**src/rtl/jtl_pkg.sv**
```systemverilog
package jtl_pkg;
  typedef enum logic [1:0] {
    SEL_ALT   = 2'd0,
    SEL_KCHAR = 2'd1,
    SEL_ILA   = 2'd2,
    SEL_DATA  = 2'd3
  } lane_sel_e;

  typedef enum logic [2:0] {
    ST_IDLE,
    ST_PLLCAL,
    ST_CGS,
    ST_ILA,
    ST_DATA
  } link_st_e;

  typedef enum logic [1:0] {
    SR_NONE,
    SR_MATCH,
    SR_LMFC_ONLY,
    SR_FRAME
  } sr_class_e;
endpackage

```
**src/rtl/jtl_phase_ctr.sv**
```systemverilog
// Local frame and multiframe phase counters with realignment load.
module jtl_phase_ctr #(
  parameter int FRAME_CYCLES = 2,
  parameter int KW           = 5,
  parameter int K_MIN_M1     = 8
) (
  input  logic          clk,
  input  logic          rst_n,
  input  logic          realign,
  input  logic [KW-1:0] k_m1,
  output logic          frame_last,
  output logic          mf_last,
  output logic          frame_zero,
  output logic          lmfc_zero
);
  localparam int FW = (FRAME_CYCLES > 1) ? $clog2(FRAME_CYCLES) : 1;

  logic [KW-1:0] k_eff;
  logic [KW-1:0] lcnt_q, lcnt_d;

  assign k_eff = (k_m1 < KW'(K_MIN_M1)) ? KW'(K_MIN_M1) : k_m1;

  generate
    if (FRAME_CYCLES == 1) begin : g_single
      assign frame_last = 1'b1;
      assign frame_zero = 1'b1;
    end else begin : g_multi
      logic [FW-1:0] fcnt_q, fcnt_d;
      // The detection cycle is phase 0, so the following cycle is phase 1.
      always_comb begin
        if (realign)                              fcnt_d = FW'(1);
        else if (fcnt_q == FW'(FRAME_CYCLES - 1)) fcnt_d = '0;
        else                                      fcnt_d = fcnt_q + FW'(1);
      end
      always_ff @(posedge clk or negedge rst_n) begin
        if (!rst_n) fcnt_q <= '0;
        else        fcnt_q <= fcnt_d;
      end
      assign frame_last = (fcnt_q == FW'(FRAME_CYCLES - 1));
      assign frame_zero = (fcnt_q == '0);
    end
  endgenerate

  always_comb begin
    if (realign)         lcnt_d = (FRAME_CYCLES == 1) ? KW'(1) : '0;
    else if (frame_last) lcnt_d = (lcnt_q >= k_eff) ? '0 : lcnt_q + KW'(1);
    else                 lcnt_d = lcnt_q;
  end

  always_ff @(posedge clk or negedge rst_n) begin
    if (!rst_n) lcnt_q <= '0;
    else        lcnt_q <= lcnt_d;
  end

  assign mf_last   = frame_last && (lcnt_q >= k_eff);
  assign lmfc_zero = (lcnt_q == '0);
endmodule

```
**src/rtl/jtl_sysref_eval.sv**
```systemverilog
// Gates, registers and classifies SYSREF rising edges against the local phase.
module jtl_sysref_eval
  import jtl_pkg::*;
(
  input  logic      clk,
  input  logic      rst_n,
  input  logic      sysref_in,
  input  logic      gate_en,
  input  logic      active,
  input  logic      frame_zero,
  input  logic      lmfc_zero,
  output sr_class_e sr_class,
  output logic      realign
);
  logic sr_q1, sr_q2, sr_edge;

  always_ff @(posedge clk or negedge rst_n) begin
    if (!rst_n) begin
      sr_q1 <= 1'b0;
      sr_q2 <= 1'b0;
    end else begin
      sr_q1 <= sysref_in & gate_en;
      sr_q2 <= sr_q1;
    end
  end

  assign sr_edge = sr_q1 & ~sr_q2 & active;

  always_comb begin
    if (!sr_edge)                     sr_class = SR_NONE;
    else if (frame_zero && lmfc_zero) sr_class = SR_MATCH;
    else if (frame_zero)              sr_class = SR_LMFC_ONLY;
    else                              sr_class = SR_FRAME;
  end

  assign realign = (sr_class == SR_FRAME);
endmodule

```
**src/rtl/jtl_sync_filt.sv**
```systemverilog
// Qualifies the active-low synchronization request by counting frame ends.
module jtl_sync_filt #(
  parameter int MIN_FRAMES = 4
) (
  input  logic clk,
  input  logic rst_n,
  input  logic syncn_in,
  input  logic frame_last,
  output logic sync_req
);
  localparam int CW = $clog2(MIN_FRAMES + 1);

  logic          syncn_q;
  logic [CW-1:0] cnt_q, cnt_d;

  always_comb begin
    if (syncn_q)                                      cnt_d = '0;
    else if (frame_last && cnt_q != CW'(MIN_FRAMES))  cnt_d = cnt_q + CW'(1);
    else                                              cnt_d = cnt_q;
  end

  always_ff @(posedge clk or negedge rst_n) begin
    if (!rst_n) begin
      syncn_q <= 1'b1;
      cnt_q   <= '0;
    end else begin
      syncn_q <= syncn_in;
      cnt_q   <= cnt_d;
    end
  end

  assign sync_req = (cnt_q == CW'(MIN_FRAMES));
endmodule

```
**src/rtl/jtl_seq.sv**
```systemverilog
// Link sequencing: PLL wait, code-group sync, ILA multiframes, data.
module jtl_seq
  import jtl_pkg::*;
#(
  parameter int PLL_CAL_CYCLES = 16,
  parameter int ILA_MFRAMES    = 4,
  parameter int IW             = 2
) (
  input  logic          clk,
  input  logic          rst_n,
  input  logic          run,
  input  logic          realign,
  input  logic          sync_req,
  input  logic          mf_last,
  output link_st_e      state_o,
  output logic [IW-1:0] idx_o
);
  localparam int PW = $clog2(PLL_CAL_CYCLES + 1);

  link_st_e      st_q, st_d;
  logic [PW-1:0] pll_q, pll_d;
  logic [IW-1:0] idx_q, idx_d;

  always_comb begin
    st_d  = st_q;
    pll_d = pll_q;
    idx_d = idx_q;
    if (!run) begin
      st_d  = ST_IDLE;
      pll_d = '0;
      idx_d = '0;
    end else if (realign) begin
      st_d  = ST_PLLCAL;
      pll_d = '0;
      idx_d = '0;
    end else begin
      unique case (st_q)
        ST_IDLE: begin
          st_d  = ST_PLLCAL;
          pll_d = '0;
        end
        ST_PLLCAL: begin
          if (pll_q == PW'(PLL_CAL_CYCLES - 1)) st_d  = ST_CGS;
          else                                  pll_d = pll_q + PW'(1);
        end
        ST_CGS: begin
          if (mf_last && !sync_req) begin
            st_d  = ST_ILA;
            idx_d = '0;
          end
        end
        ST_ILA: begin
          if (sync_req) st_d = ST_CGS;
          else if (mf_last) begin
            if (idx_q == IW'(ILA_MFRAMES - 1)) st_d  = ST_DATA;
            else                               idx_d = idx_q + IW'(1);
          end
        end
        ST_DATA: begin
          if (sync_req) st_d = ST_CGS;
        end
        default: st_d = ST_IDLE;
      endcase
    end
  end

  always_ff @(posedge clk or negedge rst_n) begin
    if (!rst_n) begin
      st_q  <= ST_IDLE;
      pll_q <= '0;
      idx_q <= '0;
    end else begin
      st_q  <= st_d;
      pll_q <= pll_d;
      idx_q <= idx_d;
    end
  end

  assign state_o = st_q;
  assign idx_o   = idx_q;
endmodule

```
**src/rtl/jesd_tx_link_ctrl.sv**
```systemverilog
module jesd_tx_link_ctrl
  import jtl_pkg::*;
#(
  parameter int FRAME_CYCLES    = 2,
  parameter int PLL_CAL_CYCLES  = 16,
  parameter int SYNC_MIN_FRAMES = 4,
  parameter int ILA_MFRAMES     = 4,
  parameter int KW              = 5
) (
  input  logic          clk,
  input  logic          rst_n,
  input  logic          sysref_in,
  input  logic          sysref_gate_en,
  input  logic          syncn_in,
  input  logic [KW-1:0] k_minus1,
  input  logic          cal_done,
  input  logic          link_en,
  input  logic          align_clr,
  input  logic          realign_clr,
  output logic [1:0]    lane_sel,
  output logic [1:0]    ila_mf_idx,
  output logic          link_up,
  output logic          sync_ok,
  output logic          align_flag,
  output logic          realign_flag
);
  localparam int IW = (ILA_MFRAMES > 1) ? $clog2(ILA_MFRAMES) : 1;

  logic [1:0]    rs_q;
  logic          rst_int_n;
  logic          frame_last, mf_last, frame_zero, lmfc_zero;
  logic          realign, sync_req, run;
  logic          align_d, realign_d;
  sr_class_e     sr_class;
  link_st_e      state;
  logic [IW-1:0] idx;

  // Asynchronous assertion, synchronous release.
  always_ff @(posedge clk or negedge rst_n) begin
    if (!rst_n) rs_q <= '0;
    else        rs_q <= {rs_q[0], 1'b1};
  end
  assign rst_int_n = rs_q[1];

  assign run = cal_done & link_en;

  jtl_phase_ctr #(.FRAME_CYCLES(FRAME_CYCLES), .KW(KW), .K_MIN_M1(8)) u_phase (
    .clk(clk), .rst_n(rst_int_n), .realign(realign), .k_m1(k_minus1),
    .frame_last(frame_last), .mf_last(mf_last),
    .frame_zero(frame_zero), .lmfc_zero(lmfc_zero)
  );

  jtl_sysref_eval u_sref (
    .clk(clk), .rst_n(rst_int_n), .sysref_in(sysref_in), .gate_en(sysref_gate_en),
    .active(cal_done), .frame_zero(frame_zero), .lmfc_zero(lmfc_zero),
    .sr_class(sr_class), .realign(realign)
  );

  jtl_sync_filt #(.MIN_FRAMES(SYNC_MIN_FRAMES)) u_sync (
    .clk(clk), .rst_n(rst_int_n), .syncn_in(syncn_in),
    .frame_last(frame_last), .sync_req(sync_req)
  );

  jtl_seq #(.PLL_CAL_CYCLES(PLL_CAL_CYCLES), .ILA_MFRAMES(ILA_MFRAMES), .IW(IW)) u_seq (
    .clk(clk), .rst_n(rst_int_n), .run(run), .realign(realign),
    .sync_req(sync_req), .mf_last(mf_last), .state_o(state), .idx_o(idx)
  );

  // Sticky flags: set beats clear; clock loss clears.
  always_comb begin
    align_d   = align_flag;
    realign_d = realign_flag;
    if (!cal_done) begin
      align_d   = 1'b0;
      realign_d = 1'b0;
    end else begin
      if (sr_class != SR_NONE) align_d = 1'b1;
      else if (align_clr)      align_d = 1'b0;
      if (realign)             realign_d = 1'b1;
      else if (realign_clr)    realign_d = 1'b0;
    end
  end

  always_ff @(posedge clk or negedge rst_int_n) begin
    if (!rst_int_n) begin
      align_flag   <= 1'b0;
      realign_flag <= 1'b0;
    end else begin
      align_flag   <= align_d;
      realign_flag <= realign_d;
    end
  end

  always_comb begin
    unique case (state)
      ST_PLLCAL, ST_CGS: lane_sel = SEL_KCHAR;
      ST_ILA:            lane_sel = SEL_ILA;
      ST_DATA:           lane_sel = SEL_DATA;
      default:           lane_sel = SEL_ALT;
    endcase
  end

  assign ila_mf_idx = (state == ST_ILA) ? 2'(idx) : 2'd0;
  assign link_up    = (state == ST_DATA);
  assign sync_ok    = ~sync_req;
endmodule

```
**config.mk**
```make
export PLATFORM = sky130hd
export DESIGN_NAME = jesd_tx_link_ctrl
export DESIGN_NICKNAME = d
export VERILOG_FILES = /design/src/rtl/jtl_pkg.sv /design/src/rtl/jtl_phase_ctr.sv /design/src/rtl/jtl_sysref_eval.sv /design/src/rtl/jtl_sync_filt.sv /design/src/rtl/jtl_seq.sv /design/src/rtl/jesd_tx_link_ctrl.sv
export SDC_FILE = /design/constraint.sdc
export NUM_CORES = 1
export LEC_CHECK = 0
export ABC_AREA = 1
export BUFFER_PORTS_ARGS = -buffer_cell sky130_fd_sc_hd__buf_2
export CORE_AREA = 2 2 53 65
export CTS_CLUSTER_SIZE = 10
export DETAILED_ROUTE_END_ITERATION = 10
export DIE_AREA = 0 0 55 67
export PLACE_DENSITY_LB_ADDON = 0.15
export SLEW_MARGIN = 30
export SYNTH_ARGS = -nofsm -noshare
export SYNTH_HDL_FRONTEND = slang
export SYNTH_SLANG_ARGS = --single-unit
```
**constraint.sdc**
```tcl
create_clock -name clk -period 1.28 [get_ports clk]
set_clock_uncertainty 0.1 [all_clocks]
set_input_delay 0.128 -clock clk [delete_from_list [all_inputs] [get_ports clk]]
set_output_delay 0.128 -clock clk [all_outputs]
set_load 0.01 [all_outputs]
```
==> summary.txt <==
Layout
  – Finished Layout Cells: 307
  – Number of diodes: 0
  – Layout area overhead: 66.67%
  – Layout cells sized above 1: 57.93%
  – Fin nets: 298

Detailed routing
  – Initial DRC count: 85
  – Met2 wire length: 2.933 mm
  – Met3 wire len: 182 um
  – DRC: 0
  – Vias after detailed routing: 1,653
  – Post-Route WL: 5.161 mm
  – Top sig layer: met4
  – First drt pass iteration count: 4
  – Vias/cell: 5.384
  – Metal1 wirelength: 1.770 mm
  – Detail Route Antenna Nets: 0
  – Drt wl/cell: 16.81 um

Synth
  – Post-Synthesis Cells: 187
  – #FFs+latches synth: 26
  – Adder-cell share of the synthesized area: 9.780%
  – Top_reg_cell synth: dfrtp_1
  – Average size of a mapped cell: 8.210 um^2
  – Post-synth EDFFs: 0
  – Ys async rst share: 100.0%
  – Main combinational cell family by area after synthesis: simple AND/OR/NAND/NOR gates
  – Synthesized Nets: 213
  – Register area share after synthesis: 42.46%
  – Synth area leader: dfrtp_1
  – YS warnings: 0
  – Library cells used by synthesis: 30
  – Mux contribution to synthesized area: 0%
  – Post-synthesis xor/xnor area fraction: 2.282%
  – Post-synth top area share: 40.75%
  – Mapped cell area: 1535 um^2
  – Top cells by area, synth: dfrtp_1, ha_1, nand2_1
  – Simple-Gate Fraction of Synth Area: 27.14%
  – Compound-Gate Fraction of Synth Area: 9.291%

Timing
  – Final Hold Viols: 0
  – Final setup margin: -0.4762 ns
  – Crit path time final: 1.756 ns
  – Pins over their slew limit: 0
  – Hold_ws: 0.01217 ns
  – F_max: 569.4 MHz
  – Final Cycle Share: 137.2%
  – RSZ-0062 raised after global routing: true
  – Setup-failing EPs final: 24
  – TNS Setup: -8.448 ns

Clock tree
  – Clock sinks: 26
  – Reg clk slew, reported paths: 0.16 ns
  – Skew-Pair Late Insertion Delay: 0.34 ns
  – CTS tree: yes
  – H-tree depth: 1
  – CTS buffer count: 3
  – CTS max path bufs: 2
  – CTS root buffer: clkbuf_4

Hold path
  – Hold Crit Class: in2reg

GRT
  – Vias in the first global route: 1,644
  – First-pass GRT wire length: 6.768 mm
  – Global route overflow: 0
  – Largest net degree at the start of global routing: 16
  – Initial antenna violation count: 0
  – GRT Total Usage: 25.66%

Floorplanning
  – Initial Util: 50.70%
  – Die X: 55 um
  – Die ar.: 3685 um^2
  – Die H: 67 um
  – # rows: 22
  – Top-Level Pins: 22
  – Placeable Area: 3028 um^2

Power
  – Power Dens Cells: 1456 nW/um^2
  – Leak: 1.267 nW
  – Worst IR drop on VDD: 1553 uV

Critical path
  – Setup crit start kind: register
  – Worst setup EP type: register
  – Critical path class: reg2reg
  – Reg2reg setup slack: -0.48 ns
  – RR Startpoint: u_seq.pll_q[0]
  – Critical Path RT: 1.46 ns
  – R2R Path End: u_seq.pll_q[3]
  – Crit path to: u_seq.pll_q[3]
  – Crit path DAT: 1.94 ns
  – Worst Reg-to-Reg Cells: 10
  – Critical Path Source: u_seq.pll_q[0]
  – Highest fanout seen on the critical path: 6

Placed design
  – Dpl hpwl: 2.748 mm
  – Number of cells after detailed placement: 276
  – GPL Wtd Cong: 0.8235
  – Port bufs: 21

Job
  – Max-cap violations: 0

Status
  – Failing checks: setup timing
  – Status: complete, but fails checks
cell usage after synthesis (all sizes together) (2+ instances only):
library cell,number
nand2,39
o22ai,3
nor3,6
a21oi,7
o21ai,10
ha,12
dfrtp,25
inv,35
and3,2
xor2,3
nand3,16
nand4,4
nor2,17
layout make-up:
class | count | area [um^2]
clock buffers | 3 | 22.52
clock inverters | 1 | 30.03
multi-input cells | 125 | 1041
inverters | 36 | 142.6
repair buffers | 80 | 620.6
well taps | 36 | 45.04
fillers | 163 | 469.2
flip-flops and latches | 26 | 656.9
timing repair:
action / CTS / global route
pin swaps: 21 / 22
hold endpoints to repair: 6 / 0
endpoints found under the setup margin: 24 / 25
hold buffers: 7 / 0
resized for setup: 41 / 40
buffers inserted: 11 / 9
where the power goes:
group	leakage, nW	internal (W)	switching, W
Clock	0.0279	0.000317	0.000283
Combinational	0.904	0.00102	0.000981
Sequential	0.335	0.000971	0.000152
Total	1.27	0.00231	0.00142
placed cells by master, fill, tap and decap left out, drive strengths merged:
cell	instances
o22ai	3
dfstp	1
buf	73
a32o	1
o21ai	10
nand3	16
dlygate4sd3	7
conb	1
a31oi	1
clkinv	1
xor2	3
inv	35
ha	12
nor3	6
nand2	39
o21a	1
dfrtp	25
nand4	4
nor2	17
a211oi	1
bufinv	1
xnor2	1
and3	2
clkbuf	3
a21oi	7
kinds of logic (layout without fill, tap and decap cells):
group | count (synthesis) | count (layout)
and+or+nand+nor | 84 | 84
buffers and inverters | 36 | 120
DFF | 26 | 26
AOI/OAI and AO/OA | 24 | 24
adders and majority gates | 12 | 12
xor gates and xnor gates | 4 | 4
other | 1 | 1
metrics by stage:
step	area (um^2)	util [%]	total power [W]	worst slack, ns
floorplan	1553	-	0.001713	-0.3004
global placement	1943	64.17	0.002206	-0.3716
detailed placement	1943	64.17	0.002266	-0.4272
CTS	2307	76.20	0.003261	-0.3965
global route	2559	84.50	0.003929	-0.5246
finish	2559	84.50	0.003726	-0.4762
metal layers:
layer	GRT usage (%)	vias up
li1	-	775
met1	25.94	793
met2	49.55	58
met3	3.812	27
met4	10.06	0
met5	0	-
critical path: stages (launching register included):
cell     delay (ns)
dfrtp_1        0.45
ha_4           0.17
inv_2          0.04
nor3_2         0.12
ha_2           0.20
inv_2          0.06
o21ai_4        0.18
nand2_4        0.11
nand2_1        0.08
nor2_1         0.05
nor3_2         0.12
how the worst min path moves through the flow:
stage | startpoint | endpoint | slack (ns) | cells after the start
after floorplan | rst_n | rs_q[0] | -0.27 | 0
after global placement | rst_n | rs_q[0] | -0.19 | 1
after detailed placement | rst_n | rs_q[1] | -0.19 | 1
after CTS | align_clr | align_flag | 0.02 | 3
after global routing | align_clr | align_flag | 0.05 | 3
final | align_clr | align_flag | 0.01 | 3
state kept, by name (all words and copies together), names as in the netlist:
| signal | flops |
|---|---|
| u_phase.lcnt_q | 5 |
| u_seq.pll_q | 5 |
| u_seq.state_o | 3 |
| u_sync.cnt_q | 3 |
| rs_q | 2 |
| u_seq.idx_o | 2 |
| align_flag | 1 |
| realign_flag | 1 |
| u_phase.frame_last | 1 |
| u_sref.sr_q1 | 1 |
| u_sref.sr_q2 | 1 |
| u_sync.syncn_q | 1 |
Power figures use the tool's default switching activity.
